[src/rtl/e3_irq_pkg.sv]
package e3_irq_pkg;
  localparam int unsigned DW = 8;
  localparam int unsigned FERF_BIT = 3;
  localparam int unsigned BIP_BIT  = 2;
  localparam int unsigned FRM_BIT  = 1;
  localparam logic [DW-1:0] IRQ_MASK = (DW'(1) << FERF_BIT) | (DW'(1) << BIP_BIT) | (DW'(1) << FRM_BIT);
  localparam int unsigned ALGO_BIT = 7;
endpackage

[src/rtl/e3_irq_event.sv]
module e3_irq_event
  import e3_irq_pkg::*;
(
  input  logic          clk_i,
  input  logic          rst_ni,
  input  logic          ferf_i,
  input  logic          bip_err_i,
  input  logic          frm_err_i,
  input  logic          bip_proc_en_i,
  output logic [DW-1:0] ev_o
);
  logic ferf_q;

  always_ff @(posedge clk_i or negedge rst_ni)
    if (!rst_ni) ferf_q <= 1'b0;
    else         ferf_q <= ferf_i;

  always_comb begin
    ev_o           = '0;
    ev_o[FERF_BIT] = ferf_i ^ ferf_q;          // both declare and clear
    ev_o[BIP_BIT]  = bip_err_i & bip_proc_en_i;
    ev_o[FRM_BIT]  = frm_err_i;
  end

  AST_BIP_GATED: assert property (@(posedge clk_i) disable iff (!rst_ni)
    !bip_proc_en_i |-> !ev_o[BIP_BIT]);
  AST_FERF_CHANGE: assert property (@(posedge clk_i) disable iff (!rst_ni)
    (ferf_i != $past(ferf_i)) |-> ev_o[FERF_BIT]);
endmodule

[src/rtl/e3_irq_cfg.sv]
module e3_irq_cfg
  import e3_irq_pkg::*;
#(
  parameter int unsigned AW = 8,
  parameter logic [AW-1:0] CFG_ADDR = 8'h11,
  parameter logic [AW-1:0] IEN_ADDR = 8'h13
) (
  input  logic          clk_i,
  input  logic          rst_ni,
  input  logic          wr_i,
  input  logic [AW-1:0] addr_i,
  input  logic [DW-1:0] wdata_i,
  output logic [DW-1:0] ien_o,
  output logic          algo_o
);
  logic [DW-1:0] ien_q;
  logic          algo_q;

  always_ff @(posedge clk_i or negedge rst_ni)
    if (!rst_ni) begin
      ien_q  <= '0;
      algo_q <= 1'b0;
    end else if (wr_i) begin
      if (addr_i == IEN_ADDR) ien_q  <= wdata_i & IRQ_MASK;
      if (addr_i == CFG_ADDR) algo_q <= wdata_i[ALGO_BIT];
    end

  assign ien_o  = ien_q;
  assign algo_o = algo_q;

  AST_IEN_UNUSED_ZERO: assert property (@(posedge clk_i) disable iff (!rst_ni)
    (wr_i && addr_i == IEN_ADDR) |=> ((ien_q & ~IRQ_MASK) == '0));
  AST_ALGO_HOLD: assert property (@(posedge clk_i) disable iff (!rst_ni)
    !(wr_i && addr_i == CFG_ADDR) |=> $stable(algo_q));
endmodule

[src/rtl/e3_irq_status.sv]
module e3_irq_status
  import e3_irq_pkg::*;
(
  input  logic          clk_i,
  input  logic          rst_ni,
  input  logic [DW-1:0] ev_i,
  input  logic [DW-1:0] ien_i,
  input  logic          rd_clr_i,
  output logic [DW-1:0] sts_o,
  output logic          irq_no
);
  logic [DW-1:0] sts_q, set;

  assign set = ev_i & ien_i & IRQ_MASK;

  // a set in the read cycle outlives the clear
  always_ff @(posedge clk_i or negedge rst_ni)
    if (!rst_ni) sts_q <= '0;
    else         sts_q <= (rd_clr_i ? '0 : sts_q) | set;

  assign sts_o  = sts_q;
  assign irq_no = ~|(sts_q & ien_i);

  AST_CLR_ON_READ: assert property (@(posedge clk_i) disable iff (!rst_ni)
    (rd_clr_i && set == '0) |=> (sts_q == '0));
  AST_EVENT_KEPT: assert property (@(posedge clk_i) disable iff (!rst_ni)
    (set != '0) |=> ((sts_q & $past(set)) == $past(set)));
  AST_SET_NEEDS_EN: assert property (@(posedge clk_i) disable iff (!rst_ni)
    ((sts_q & ~$past(sts_q) & ~$past(ien_i)) == '0));
endmodule

[src/rtl/e3_rx_alarm_irq.sv]
module e3_rx_alarm_irq
  import e3_irq_pkg::*;
#(
  parameter int unsigned AW = 8,
  parameter logic [AW-1:0] CFG_ADDR = 8'h11,
  parameter logic [AW-1:0] IEN_ADDR = 8'h13,
  parameter logic [AW-1:0] STS_ADDR = 8'h15
) (
  input  logic          clk_i,
  input  logic          rst_ni,
  input  logic          ferf_i,
  input  logic          ais_i,
  input  logic          los_i,
  input  logic          oof_i,
  input  logic          lof_i,
  input  logic          bip_err_i,
  input  logic          frm_err_i,
  input  logic          bip_proc_en_i,
  input  logic          cs_i,
  input  logic          we_i,
  input  logic [AW-1:0] addr_i,
  input  logic [DW-1:0] wdata_i,
  output logic [DW-1:0] rdata_o,
  output logic          lof_algo_o,
  output logic          irq_no
);
  logic [DW-1:0] ev, ien, sts, rdata_q;
  logic          rd, wr, algo;

  assign rd = cs_i & ~we_i;
  assign wr = cs_i &  we_i;

  e3_irq_event u_event (
    .clk_i, .rst_ni, .ferf_i, .bip_err_i, .frm_err_i, .bip_proc_en_i,
    .ev_o (ev)
  );

  e3_irq_cfg #(.AW(AW), .CFG_ADDR(CFG_ADDR), .IEN_ADDR(IEN_ADDR)) u_cfg (
    .clk_i, .rst_ni, .wr_i(wr), .addr_i, .wdata_i,
    .ien_o(ien), .algo_o(algo)
  );

  e3_irq_status u_status (
    .clk_i, .rst_ni, .ev_i(ev), .ien_i(ien),
    .rd_clr_i(rd && addr_i == STS_ADDR),
    .sts_o(sts), .irq_no
  );

  always_ff @(posedge clk_i or negedge rst_ni)
    if (!rst_ni) rdata_q <= '0;
    else if (rd) begin
      unique case (addr_i)
        CFG_ADDR: rdata_q <= {algo, lof_i, oof_i, los_i, ais_i, 2'b00, ferf_i};
        IEN_ADDR: rdata_q <= ien;
        STS_ADDR: rdata_q <= sts;
        default:  rdata_q <= '0;
      endcase
    end else rdata_q <= '0;

  assign rdata_o    = rdata_q;
  assign lof_algo_o = algo;

  AST_IDLE_RDATA_ZERO: assert property (@(posedge clk_i) disable iff (!rst_ni)
    !rd |=> (rdata_o == '0));
  AST_IRQ_HOLDS: assert property (@(posedge clk_i) disable iff (!rst_ni)
    (!irq_no && !rd && !wr) |=> !irq_no);
endmodule

[config.mk]
export PLATFORM = sky130hd
export DESIGN_NAME = e3_rx_alarm_irq
export DESIGN_NICKNAME = d
export VERILOG_FILES = /design/src/rtl/e3_irq_pkg.sv /design/src/rtl/e3_irq_event.sv /design/src/rtl/e3_irq_cfg.sv /design/src/rtl/e3_irq_status.sv /design/src/rtl/e3_rx_alarm_irq.sv
export SDC_FILE = /design/constraint.sdc
export NUM_CORES = 1
export LEC_CHECK = 0
export ABC_AREA = 1
export BUFFER_PORTS_ARGS = -buffer_cell sky130_fd_sc_hd__buf_4
export CAP_MARGIN = 20
export CORE_UTILIZATION = 35
export CTS_CLUSTER_DIAMETER = 100
export CTS_CLUSTER_SIZE = 24
export DETAILED_ROUTE_END_ITERATION = 8
export PLACE_DENSITY = 0.65
export SLEW_MARGIN = 10
export SYNTH_ARGS = -nofsm -noshare
export SYNTH_HDL_FRONTEND = slang
export SYNTH_HIERARCHICAL = 1
export SYNTH_SLANG_ARGS = --single-unit
[constraint.sdc]
create_clock -name clk_i -period 2.1 [get_ports clk_i]
set_input_delay 0.21 -clock clk_i [delete_from_list [all_inputs] [get_ports clk_i]]
set_output_delay 0.21 -clock clk_i [all_outputs]
set_load 0.05 [all_outputs]
== After elaboration in Yosys (flattened, before gate mapping) ==
Index checks and enable logic that the tools add are counted.

* Reductions and logical operators: 5
* Equal/unequal tests: 3
* Bitwise logic cells: 8
* Multiplexer cells: 3

{| class="wikitable"
|+ Operator list
! operator !! count
|-
| $eq A8 B5 Y1 const B || 3
|-
| $pmux W8 S3 || 1
|-
| $mux W8 || 2
|-
| $and A8 B4 Y8 || 1
|-
| $or A8 B4 Y8 || 1
|-
| $reduce_or A8 Y1 || 1
|-
| $and A4 B4 Y4 || 1
|-
| $reduce_and A2 Y1 || 2
|-
| $and A1 B1 Y1 || 3
|-
| $logic_and A1 B1 Y1 || 1
|-
| $logic_not A1 Y1 || 1
|-
| $not A1 Y1 || 1
|-
| $xor A1 B1 Y1 || 1
|}

* Bits of input ports: 28
* Flip-flop bits (word level): 21

== Depth between registers and ports, before layout ==
Gate-level depths: netlist of the first run.

* Depth in word-level cells: 5
* Gate-level depth with buffers: 8
* Depth with buffers taken out: 7

== Hierarchy ==
Netlist of the first run, hierarchy kept.

{| class="wikitable"
|+ Modules (own cells, without submodules)
! module !! instances !! area an instance (um2) !! cells an instance
|-
| e3_rx_alarm_irq || 1 || 578.1 || 81
|-
| e3_irq_cfg || 1 || 317.8 || 49
|-
| e3_irq_status || 1 || 182.7 || 24
|-
| e3_irq_event || 1 || 100.1 || 15
|}

== Worst setup path after synthesis of the first run ==
OpenSTA, ideal clock, no wires.

* Path kind: register to output
* From: register u_cfg.ien_q[1], in the netlist u_cfg/ien_o[1]
* To: output port irq_no
* Buffers on the path: 0
* Arrival time: 0.916 ns
* Stages on the path, launching flop included: 4
* Setup slack: 0.974 ns
* Cells stage by stage: dfrtp_1 > nand2_1 > inv_1 > nor2_2

* Longest elaborated chain between the ends: 3

{| class="wikitable"
|+ Ends and longest elaborated chain
! what !! line !! text
|-
| start: declaration || e3_irq_cfg.sv:16 || <nowiki>logic [DW-1:0] ien_q;</nowiki>
|-
| start signal: assignment || e3_irq_cfg.sv:24 || <nowiki>if (addr_i == IEN_ADDR) ien_q <= wdata_i & IRQ_MASK;</nowiki>
|-
| $and A8 B4 Y8 || e3_irq_status.sv:22 || <nowiki>assign irq_no = ~|(sts_q & ien_i);</nowiki>
|-
| $reduce_or A8 Y1 || e3_irq_status.sv:22 ||
|-
| $logic_not A1 Y1 || e3_irq_status.sv:22 ||
|-
| end: declaration || e3_rx_alarm_irq.sv:25 || <nowiki>output logic irq_no</nowiki>
|}

Every way passes these cells.

== Worst setup path in the final report of the first run ==
* From: register u_cfg.ien_q[3], in the netlist u_cfg/ien_o[3]
* To: output port irq_no

Same word-level chain as after synthesis.

==> results of run 1 <==
==> sequential cells by signal, indices dropped and copies added (netlist names) <==
register        count
u_event/ferf_q      1
rdata_o             8
u_status/sts_o      3
u_cfg/ien_o         3
u_cfg/algo_o        1
==> power by group through the flow <==
stage | Sequential, uW | Clock (uW) | Combinational, uW
final | 319 | 200 | 112
after global routing | 320 | 221 | 128
after CTS | 319 | 207 | 115
after detailed placement | 325 | 0 | 113
after global placement | 325 | 0 | 112
after floorplan | 326 | 0 | 69.6
==> how the worst min path moves through the flow <==
stage,end,start,depth (start not counted),slack [ns]
2_1_floorplan,rdata_o[0],rst_ni,0,-0.09
3_3_place_gp,u_status/sts_o[1],rst_ni,1,0.08
3_5_place_dp,u_status/sts_o[1],rst_ni,1,0.08
4_1_cts,u_event/ferf_q,ferf_i,1,0.05
5_1_grt,u_event/ferf_q,ferf_i,1,0.05
6_report,u_event/ferf_q,ferf_i,1,0.06
==> routing by layer <==
layer / global-route usage, % / vias to the layer above
met5: 0 / -
met4: 5.782 / 0
met3: 2.402 / 2
met2: 23.70 / 24
li1: - / 537
met1: 17.70 / 413
==> area by class of cell <==
cell class | count | area (sq um)
tap | 44 | 55.05
multi-input combinational | 110 | 541.8
inverter | 32 | 120.1
sequential | 16 | 400.4
fill | 344 | 1667
timing repair buffer | 34 | 257.7
clock buffer | 4 | 36.28
==> per-stage QoR <==
| stage | total power (uW) | worst slack (ns) | std cells | instance area (sq um) | utilization, % |
|---|---|---|---|---|---|
| after floorplan | 395.9 | 0.9743 | 171 | 1167 | - |
| after global placement | 437.1 | 0.7637 | 235 | 1365 | 44.35 |
| after detailed placement | 438.2 | 0.7683 | 235 | 1365 | 44.35 |
| after CTS | 640.9 | 0.7654 | 240 | 1411 | 45.85 |
| after global routing | 669.2 | 0.7221 | 240 | 1411 | 45.85 |
| final | 631.4 | 0.7671 | 240 | 1411 | 45.85 |
==> summary.txt, run 1 <==
Pwr
  – PwrDens: 447.3 nW/um^2
  – Comb power frac: 17.8%
  – Pleak: 0.0008380 uW
  – NetSw: 164.2 uW
  – Sequential power share: 50.6%
  – Clock share of power: 31.6%
  – Pint: 467.2 uW
  – Maximum vdd ir drop: 0.1384 mV
  – Sw Ratio: 26.01%

Worst setup path
  – Worst path top cell family by delay: flip-flops
  – Critical Path Fanout Max: 4
  – RR Startpoint: u_cfg/ien_o[3]
  – Worst reg2reg path depth: 4
  – Critical path arrival: 1.12 ns
  – Slowest stage delay, CP: 0.43 ns
  – RR Endpoint: rdata_o[3]
  – Worst setup startpoint: u_cfg/ien_o[3]
  – Startpoint class of the critical path: flip-flop
  – Crit-path cells: nand2_1 -> nand2_1 -> nor2_2 -> buf_4
  – CP required: 1.89 ns
  – Worst setup EP type: output port
  – Crit path to: irq_no
  – Setup CP Type: flip-flop to output port
  – CP Depth: 4
  – Buf+Inv Stages, Crit Path: 1
  – Most used cell, CP: nand2_1
  – Slowest cell on crit path: dfrtp_1
  – R2R Setup Slk: 1.30 ns

Floorplan
  – Starting density of the core: 36.95%
  – # rows: 20
  – Die area: 3482 sq um
  – Die H: 59.01 um
  – Die extent in x: 59.01 um
  – Io pins: 38
  – Core Area: 3078 sq um

STA
  – Final Hold Fails: 0
  – RSZ-0062 raised after global routing: false
  – Skew final: 0.003422 ns
  – Fin crit share: 63.47%
  – Endpoints failing setup: 0
  – Max Transition Viols Final: 0
  – Hold WS: 0.06340 ns
  – Peak Freq: 0.7502 GHz
  – Min cycle time layout: 1.333 ns
  – Setup TNS: 0 ns

Final layout
  – Commonest non-fill, non-tap cell in the layout: nand2_1
  – Most frequent cells in the layout: 39 x nand2_1, 35 x nand3_1, 33 x buf_4, 29 x inv_1, 16 x dfrtp_1
  – Area growth, synth to finish: 24.09%
  – Layout cells sized above 1: 28.57%
  – Nets: 225
  – ANT cells: 0

Route
  – Vias: 976
  – Uppermost layer routed: met4
  – Met1 wire length: 946 um
  – # DRC: 0
  – Wire length on met2: 982 um
  – Met3 WL: 90 um
  – Post-DRT Antenna Nets: 0
  – Drt total wl: 2.031 mm
  – 1st-iter DRT viols: 27
  – Avg Vias per Cell: 4.067
  – First-pass DRT Iterations: 4
  – Wirelength per Cell: 8.463 um

Clock tree
  – Max Root-Sink Buffers: 2
  – Clock Latency Late Sink: 0.28 ns
  – CTS root buf: clkbuf_4
  – Post-CTS Resized: 0
  – # Post-CTS Setup Buffers: 0
  – CTS clk-pin slew, worst paths: 0.10 ns
  – TritonCTS Sinks: 16
  – CTS buffer count: 3
  – Post-CTS Hold Fix Bufs: 1
  – H-tree levels: 1
  – CTS tree: done

GRT
  – Vias in the first global route: 911
  – Largest net degree at the start of global routing: 26
  – Total GRT Usage: 14.03%
  – Antenna violations before repair: 0
  – First-pass GRT wire length: 3.746 mm
  – Overflow after GRT: 0

Status
  – Status: finished, final reports clean

Synth
  – Gate Count Post-Synth: 163
  – Synthesis Warnings: 6
  – Synth Area per Inst: 6.978 sq um
  – Cell Area, Synth: 1137 sq um

Placed design
  – Hpwl dp: 1.596 mm
  – Placer Congestion: 0.7666
  – Port Buffers: 33

Flow run
  – Max cap viols: 0

Hold path
  – Hold Path Class: input pin to flip-flop
(Power assumes the default switching activity.)
==> run 2, diff against run 1 <==
Settings changed: ABC_AREA 1 to 0, PLACE_DENSITY 0.65 to 0.67.
Clock period 2.1 ns to 1.3 ns, I/O delays scaled along.
==> summary.txt, run 2 <==
STA
  – Skew final: 0.001057 ns
  – Setup TNS: -0.1722 ns
  – Min cycle time layout: 1.388 ns
  – Fin crit share: 106.7%
  – Endpoints failing setup: 4
  – Final Hold Fails: 0
  – Final setup slack of the worst path: -0.08772 ns
  – Peak Freq: 0.7206 GHz
  – Max Transition Viols Final: 0
  – RSZ-0062 raised after global routing: true

Floorplan
  – Starting density of the core: 36.70%
  – Io pins: 38
  – # rows: 18
  – Core Area: 2455 sq um
  – Die H: 52.74 um
  – Die extent in x: 52.74 um
  – Die area: 2781 sq um

Clock tree
  – TritonCTS Sinks: 16
  – CTS clk-pin slew, worst paths: 0.08 ns
  – Max Root-Sink Buffers: 2
  – CTS root buf: clkbuf_4
  – CTS buffer count: 3
  – CTS tree: done
  – H-tree levels: 1
  – Clock Latency Late Sink: 0.27 ns

Placed design
  – Hpwl dp: 1.365 mm
  – Port Buffers: 33
  – Pre-CTS setup slack: -0.3200 ns
  – Placer Congestion: 0.7430
  – Placed cells: 151

Hold path
  – Hold Path Class: input pin to flip-flop
  – Hold endpoint: u_status/sts_o[1]
  – Hold path startpoint: frm_err_i
  – Worst Hold Depth: 3

Route
  – 1st-iter DRT viols: 13
  – Avg Vias per Cell: 4.389
  – Vias: 711
  – Drt total wl: 1.732 mm
  – # DRC: 0
  – Wirelength per Cell: 10.69 um
  – Post-DRT Antenna Nets: 0
  – First-pass DRT Iterations: 4

Synth
  – Synthesis Warnings: 6
  – Synth Area per Inst: 10.35 sq um
  – Cell Area, Synth: 900.9 sq um
  – Gate Count Post-Synth: 87

Pwr
  – Comb power frac: 19.7%
  – PwrDens: 743.8 nW/um^2
  – Pleak: 0.0006607 uW
  – Maximum vdd ir drop: 0.5544 mV
  – NetSw: 222.3 uW
  – Power, Total: 944.6 uW
  – Sw Ratio: 23.54%
  – Clock share of power: 25.9%
  – Pint: 722.2 uW
  – Sequential power share: 54.4%

Final layout
  – Largest register FFs: 8
  – Nets: 162
  – Most frequent cells in the layout: 42 x buf_4, 16 x dfrtp_1, 10 x conb_1, 9 x nand2_1
  – Layout Cells excl Fill: 162
  – ANT cells: 0
  – Commonest non-fill, non-tap cell in the layout: buf_4
  – Fill count: 222
  – Layout cells sized above 1: 44.70%
  – Area growth, synth to finish: 40.97%

Worst setup path
  – R2R Setup Slk: 0.34 ns
  – Setup CP Type: flip-flop to output port
  – Critical path arrival: 1.26 ns
  – RR Endpoint: rdata_o[1]
  – Worst setup EP type: output port
  – Critical Path Fanout Max: 2
  – RR Startpoint: u_status/sts_o[1]
  – Startpoint class of the critical path: flip-flop
  – CP required: 1.17 ns
  – Worst reg2reg path depth: 4

GRT
  – Vias in the first global route: 702
  – First-pass GRT wire length: 2.884 mm
  – Antenna violations before repair: 0
  – Total GRT Usage: 14.35%
  – Largest net degree at the start of global routing: 17
  – Overflow after GRT: 0

Status
  – Status: finished, violations left
  – Failing checks: negative setup slack

Flow run
  – Max cap viols: 0
[run 2: worst max-delay path, cell delays in order (launching register included)]
cell,delay (ns)
dfrtp_1,0.39
a222oi_1,0.34
buf_4,0.26
[run 2: repair_timing]
action	4_1_cts	5_1_grt
setup endpoints to repair	4	4
buffers inserted	3	3
hold endpoints to repair	17	0
pin swaps	1	1
gates resized for setup	4	0
hold buffers	2	0
[run 2: per-layer routing]
layer	track usage, %	vias up	wire length (um)
met2	25.53	25	916
li1	-	365	-
met4	5.263	0	19
met5	0	-	0
met1	16.90	319	717
met3	2.609	2	79
[run 2: through the flow]
step / area (sq um) / utilization (%) / hold slack [ns]
floorplan: 939.7 / - / -0.1656
global placement: 1169 / 47.60 / -0.003087
detailed placement: 1169 / 47.60 / 0.001582
CTS: 1247 / 50.82 / 0.05413
global route: 1270 / 51.73 / 0.05772
finish: 1270 / 51.73 / 0.07043
[run 2: cell type report]
class / count / area [sq um] / area share, %
multi-input cells: 62 / 425.4 / 33.50
well taps: 30 / 37.54 / 2.956
repair buffers: 47 / 369.1 / 29.06
inverters: 4 / 15.01 / 1.182
clock buffers: 3 / 22.52 / 1.773
flip-flops and latches: 16 / 400.4 / 31.53
[run 2: how the worst max path moves through the flow]
stage,startpoint,end,slack (ns),cells past startpoint
finish,u_status/sts_o[1],irq_no,-0.09,2
global route,u_cfg/ien_o[1],irq_no,-0.17,2
CTS,u_cfg/ien_o[1],irq_no,-0.1,2
detailed placement,addr_i[6],u_cfg/ien_o[3],-0.32,4
global placement,addr_i[6],u_cfg/ien_o[1],-0.30,4
floorplan,u_cfg/ien_o[1],irq_no,-0.55,1
[run 2: power groups by stage]
stage / registers, uW / clock network [uW] / logic [uW]
after detailed placement: 525 / 0 / 165
after floorplan: 527 / 0 / 94.0
after CTS: 514 / 258 / 180
final: 514 / 245 / 186
after global routing: 515 / 290 / 203
after global placement: 525 / 0 / 160
